--- src/rtl/vend_ctrl.sv ---
module vend_ctrl #(
  parameter int PRICE  = 75,
  parameter int COIN_W = 7
) (
  input  logic              clk,
  input  logic              rst_n,
  input  logic              coin_stb,
  input  logic [COIN_W-1:0] coin_val,
  input  logic              ret_req,
  input  logic              chg_avail,
  output logic              release_item,
  output logic              give_change,
  output logic              refund_all
);
  localparam int SUM_MAX = (PRICE - 1) + (1 << COIN_W) - 1;
  localparam int SUM_W   = $clog2(SUM_MAX + 1);
  localparam int S_IDLE = 0, S_EVAL = 1, S_REL = 2, S_CHK = 3, S_RCHG = 4, S_REF = 5;
  localparam logic [SUM_W-1:0] PRICE_V = SUM_W'(PRICE);

  logic [5:0]       state, state_nx;
  logic [SUM_W-1:0] sum;
  logic             lt, eq, gt, take_coin, clear;

  assign lt = sum <  PRICE_V;
  assign eq = sum == PRICE_V;
  assign gt = sum >  PRICE_V;
  assign take_coin = state[S_IDLE] & coin_stb;
  assign clear     = state[S_REL] | state[S_REF];

  always_comb begin
    state_nx = '0;
    unique case (1'b1)
      state[S_IDLE]: if (coin_stb)     state_nx[S_EVAL] = 1'b1;
                     else if (ret_req) state_nx[S_REF]  = 1'b1;
                     else              state_nx[S_IDLE] = 1'b1;
      state[S_EVAL]: if (eq)      state_nx[S_REL]  = 1'b1;
                     else if (gt) state_nx[S_CHK]  = 1'b1;
                     else         state_nx[S_IDLE] = 1'b1;
      state[S_CHK]:  if (chg_avail) state_nx[S_RCHG] = 1'b1;
                     else           state_nx[S_REF]  = 1'b1;
      state[S_RCHG]: state_nx[S_REL]  = 1'b1;
      default:       state_nx[S_IDLE] = 1'b1;
    endcase
  end

  always_ff @(posedge clk or negedge rst_n) begin
    if (!rst_n) begin
      state <= 6'b000001;
      sum   <= '0;
    end else begin
      state <= state_nx;
      if (clear)          sum <= '0;
      else if (take_coin) sum <= sum + SUM_W'(coin_val);
    end
  end

  assign release_item = state[S_REL];
  assign give_change  = state[S_RCHG];
  assign refund_all   = state[S_REF];

  p_onehot_r10: assert property (@(posedge clk) disable iff (!rst_n)
    $countones(state) == 1);
  p_out_excl_r10: assert property (@(posedge clk) disable iff (!rst_n)
    $onehot0({release_item, give_change, refund_all}));
  p_change_then_release_r6: assert property (@(posedge clk) disable iff (!rst_n)
    give_change |=> release_item);
  p_ret_refund_r3: assert property (@(posedge clk) disable iff (!rst_n)
    (state[S_IDLE] && ret_req && !coin_stb) |=> refund_all);
  p_exact_release_r5: assert property (@(posedge clk) disable iff (!rst_n)
    (state[S_EVAL] && sum == PRICE_V) |=> release_item);
  p_clear_r8: assert property (@(posedge clk) disable iff (!rst_n)
    (release_item || refund_all) |=> (sum == '0 && state[S_IDLE]));
  p_hold_sum_r9: assert property (@(posedge clk) disable iff (!rst_n)
    (!state[S_IDLE] && !clear) |=> $stable(sum));
  p_no_overflow_r11: assert property (@(posedge clk) disable iff (!rst_n)
    take_coin |=> sum >= $past(sum));
endmodule

--- config.mk ---
export PLATFORM = sky130hd
export DESIGN_NAME = vend_ctrl
export DESIGN_NICKNAME = d
export VERILOG_FILES = /design/src/rtl/vend_ctrl.sv
export SDC_FILE = /design/constraint.sdc
export NUM_CORES = 1
export LEC_CHECK = 0
export CAP_MARGIN = 20
export CORE_AREA = 2 2 42 48
export DETAILED_ROUTE_END_ITERATION = 12
export DIE_AREA = 0 0 44 50
export PLACE_DENSITY = 0.79
export SYNTH_ARGS = -nofsm -noshare
export SYNTH_HDL_FRONTEND = slang
export SYNTH_SLANG_ARGS = --single-unit
--- constraint.sdc ---
create_clock -name clk -period 2.8 [get_ports clk]
set_input_delay 0.7 -clock clk [delete_from_list [all_inputs] [get_ports clk]]
set_output_delay 0.7 -clock clk [all_outputs]
set_load 0.02 [all_outputs]
==> summary.md <==
| Metric | Value |
|---|---|
| CP Data Arrival Time | `about 2500 ps` |
| PD cells | `around 920 nW/um2` |
| Post-synthesis mux area share | `under 10%` |
| Fill cell count | `160` |
| Final Max Tran Viols | `0` |
| I/O pin cnt | `15` |
| Die H | `about 50 um` |
| Syn_nets | `115` |
| Routed WL | `about 2100 um` |
| Compound-gate portion of the synthesized area | `between 10% and 20%` |
| Area after DPL | `1040 um2` |
| Slew @ Worst Pin | `693 ps` |
| Adder-cell share of the synthesized area | `12.0%` |
| CP max stage cell | `fa_1` |
| Die area | `around 2200 um2` |
| Type of origin of the critical path | `input pin` |
| All-Layer GR Usage | `approximately 22%` |
| Synthesis Warnings | `0` |
| RSZ-0062 raised after global routing | `no` |
| Layout cells sized above 1 | `5.41%` |
| CTS Hold Bufs | `0` |
| Clk_lat worst skew | `~280 ps` |
| Clock sinks | `14` |
| Core box area | `1720 um2` |
| Worst Path Max Fanout | `2` |
| TNS Setup | `0 ps` |
| Critical path, cell by cell | `clkdlybuf4s50_1 > ha_1 > fa_1 > a21o_1 > a221o_1 > mux2i_1 > nand3_1` |
| Final core occ | `a little over three fifths` |
| Post-route cell area | `about 1100 um2` |
| CTS tree | `yes` |
| Gpl congestion | `0.804` |
| Initial antenna violation count | `0` |
| Most frequent cells in the layout | `clkdlybuf4s50_1 (14), dfrtp_1 (13), nand2_1 (9), ha_1 (7)` |
| Commonest non-fill, non-tap cell in the layout | `clkdlybuf4s50_1` |
| Site row count | `16` |
| Die X | `about 44 um` |
| Final Hold Viols | `0` |
| Final Setup Violations | `0` |
| Synth Area in Simple Gates | `between 20 and 30%` |
| Placed Cells | `between 100 and 150` |
| First-pass GRT wire length | `3550 um` |
| Root buffer cell | `clkbuf_4` |
| Worst setup EP type | `flip-flop` |
| PostCTS Resize Cnt | `0` |
| Main combinational cell family by area after synthesis | `simple AND/OR/NAND/NOR gates` |
| Total power | `just under 1000 uW` |
| Wire length per cell | `approximately 16 um` |
| Setup CP Type | `input pin to flip-flop` |
| Initial DRC Count | `19` |
| Ant diodes | `0` |
| Avg Cell Area, Syn | `approximately 9.4 um2` |
| CTS Buffer Depth | `2` |
| Outcome | `finished clean` |
| Number of distinct library cells after synthesis | `34` |
| Vias | `around 830` |
| Final net count | `132` |
| Vias in the first global route | `roughly 800` |
| Period minus WS final | `between 2000 and 2500 ps` |
| CP peak stage delay | `~410 ps` |
| Post-synthesis cell area | `approximately 900 um2` |
| TritonCTS Buffers | `3` |
| Gate Count Post-Synth | `95` |
| Largest net degree at the start of global routing | `17` |
| DP HPWL | `1530 um` |
| Seq cells post-synth | `14` |
| Area share of xor/xnor cells in the synthesized design | `0.976%` |
| H-tree lvl count | `1` |
| Drt pass-1 iters | `4` |
| Post-route antenna net violation count | `0` |
| Clock skew | `~3.8 ps` |
| Initial Utilization | `between 50% and 60%` |
| Seq/Total Area, Yosys | `39.2%` |
| Post-CTS Setup Inserts | `0` |
| I/O Buffers | `14` |
| Fin cells | `129` |
| Max cap viols | `0` |
| Tcrit/Tclk final | `83.5%` |
| Required time worst endpoint | `just under 3000 ps` |
| Hold Path Class | `flip-flop to flip-flop` |
| Max Clock Freq | `between 400 and 500 MHz` |
| DR DRC count | `0` |
| Static power due to leakage | `approximately 0.00049 uW` |
| Max-slew headroom | `between 50 and 60%` |
| Vias/cell | `between 6 and 7` |
| P&R area growth vs syn | `20.4%` |
| Worst-path clk slew | `90 ps` |
| VDD IR max | `roughly 0.00052 V` |
| GR Overflow Total | `0` |
-- metrics by stage --
stage	setup slack [ps]	hold WS, ps
6_report	462	533
5_1_grt	358	571
3_5_place_dp	165	512
3_3_place_gp	218	506
4_1_cts	460	533
2_1_floorplan	685	404
-- metal layers --
layer / global-route usage, % / up-vias / share of wire (%)
met1: 28.2 / 400 / 45
met5: 0 / - / 0
li1: - / 406 / -
met3: 2.56 / 4 / 4.2
met4: 10.6 / 0 / 2.7
met2: 36.0 / 23 / 48
-- registers in the layout, summed over array words and instances, names as in the netlist --
signal,count
sum,8
state,6
-- kinds of logic (layout without fill, tap and decap cells) --
logic type | Yosys count | in the layout
adders and majority gates | 8 | 8
AOI/OAI and AO/OA | 20 | 20
muxes | 1 | 1
and+or+nand+nor | 45 | 45
xor gates and xnor gates | 1 | 1
buffers and inverters | 6 | 22
DFF | 14 | 14
-- synthesized netlist by cell type --
cell / number / share of area (%)
a211oi_1: 1 / 0.84
o2111a_1: 1 / 1.3
buf_2: 1 / 0.56
fa_1: 1 / 2.2
nand2_2: 1 / 0.70
a21oi_1: 6 / 3.3
xnor2_1: 1 / 0.98
nand3_1: 6 / 3.3
buf_6: 1 / 1.3
o211ai_1: 2 / 1.7
dfstp_2: 1 / 2.9
ha_1: 7 / 9.8
inv_1: 3 / 1.3
nor3_1: 4 / 2.2
a31oi_1: 1 / 0.70
and4b_1: 1 / 1.1
o22ai_1: 1 / 0.70
a221o_1: 3 / 3.3
and2_1: 1 / 0.70
a41o_1: 1 / 1.1
o2111ai_1: 1 / 0.98
nand4_1: 5 / 3.5
or4_1: 2 / 1.7
a21o_1: 2 / 1.7
clkinv_1: 1 / 0.42
or2_1: 1 / 0.70
nor2_1: 4 / 1.7
nand2_1: 9 / 3.8
nor2b_1: 2 / 1.4
dfrtp_1: 13 / 36
and3_1: 4 / 2.8
o21ai_0: 1 / 0.56
nor4_1: 5 / 3.5
mux2i_1: 1 / 1.1
-- critical path: cells and delay by family --
kind | cells | cell delay [ps]
and+or+nand+nor | 1 | 80
buffers and inverters | 1 | 400
AOI/OAI and AO/OA | 2 | 510
muxes | 1 | 180
adders and majority gates | 2 | 640
-- cell type report --
| class | count | area [um2] | area share, % |
|---|---|---|---|
| multi-input cells | 75 | 514 | 47.6 |
| flip-flops and latches | 14 | 352 | 32.6 |
| repair buffers | 14 | 140 | 13.0 |
| clock buffers | 4 | 36.3 | 3.36 |
| well taps | 18 | 22.5 | 2.09 |
| inverters | 4 | 15.0 | 1.39 |
-- worst paths after layout --
path / startpoint / endpoint / slack (ps) / cells after the start
max: coin_val[0] / sum[6] / 460 / 7
min: state[1] / state[3] / 530 / 1
max reg2reg: sum[0] / sum[6] / 870 / 6
min reg2reg: state[1] / state[3] / 530 / 1
max in group asynchronous: rst_n / state[5] / 1570 / 1
min in group asynchronous: rst_n / sum[6] / 810 / 1
-- power breakdown --
group	internal [uW]	switching (uW)	leakage (uW)
Sequential	284	82.3	0.000179
Combinational	208	270	0.000288
Clock	79.2	68.9	0.0000210
No activity file was read; power rests on OpenSTA's default activity.
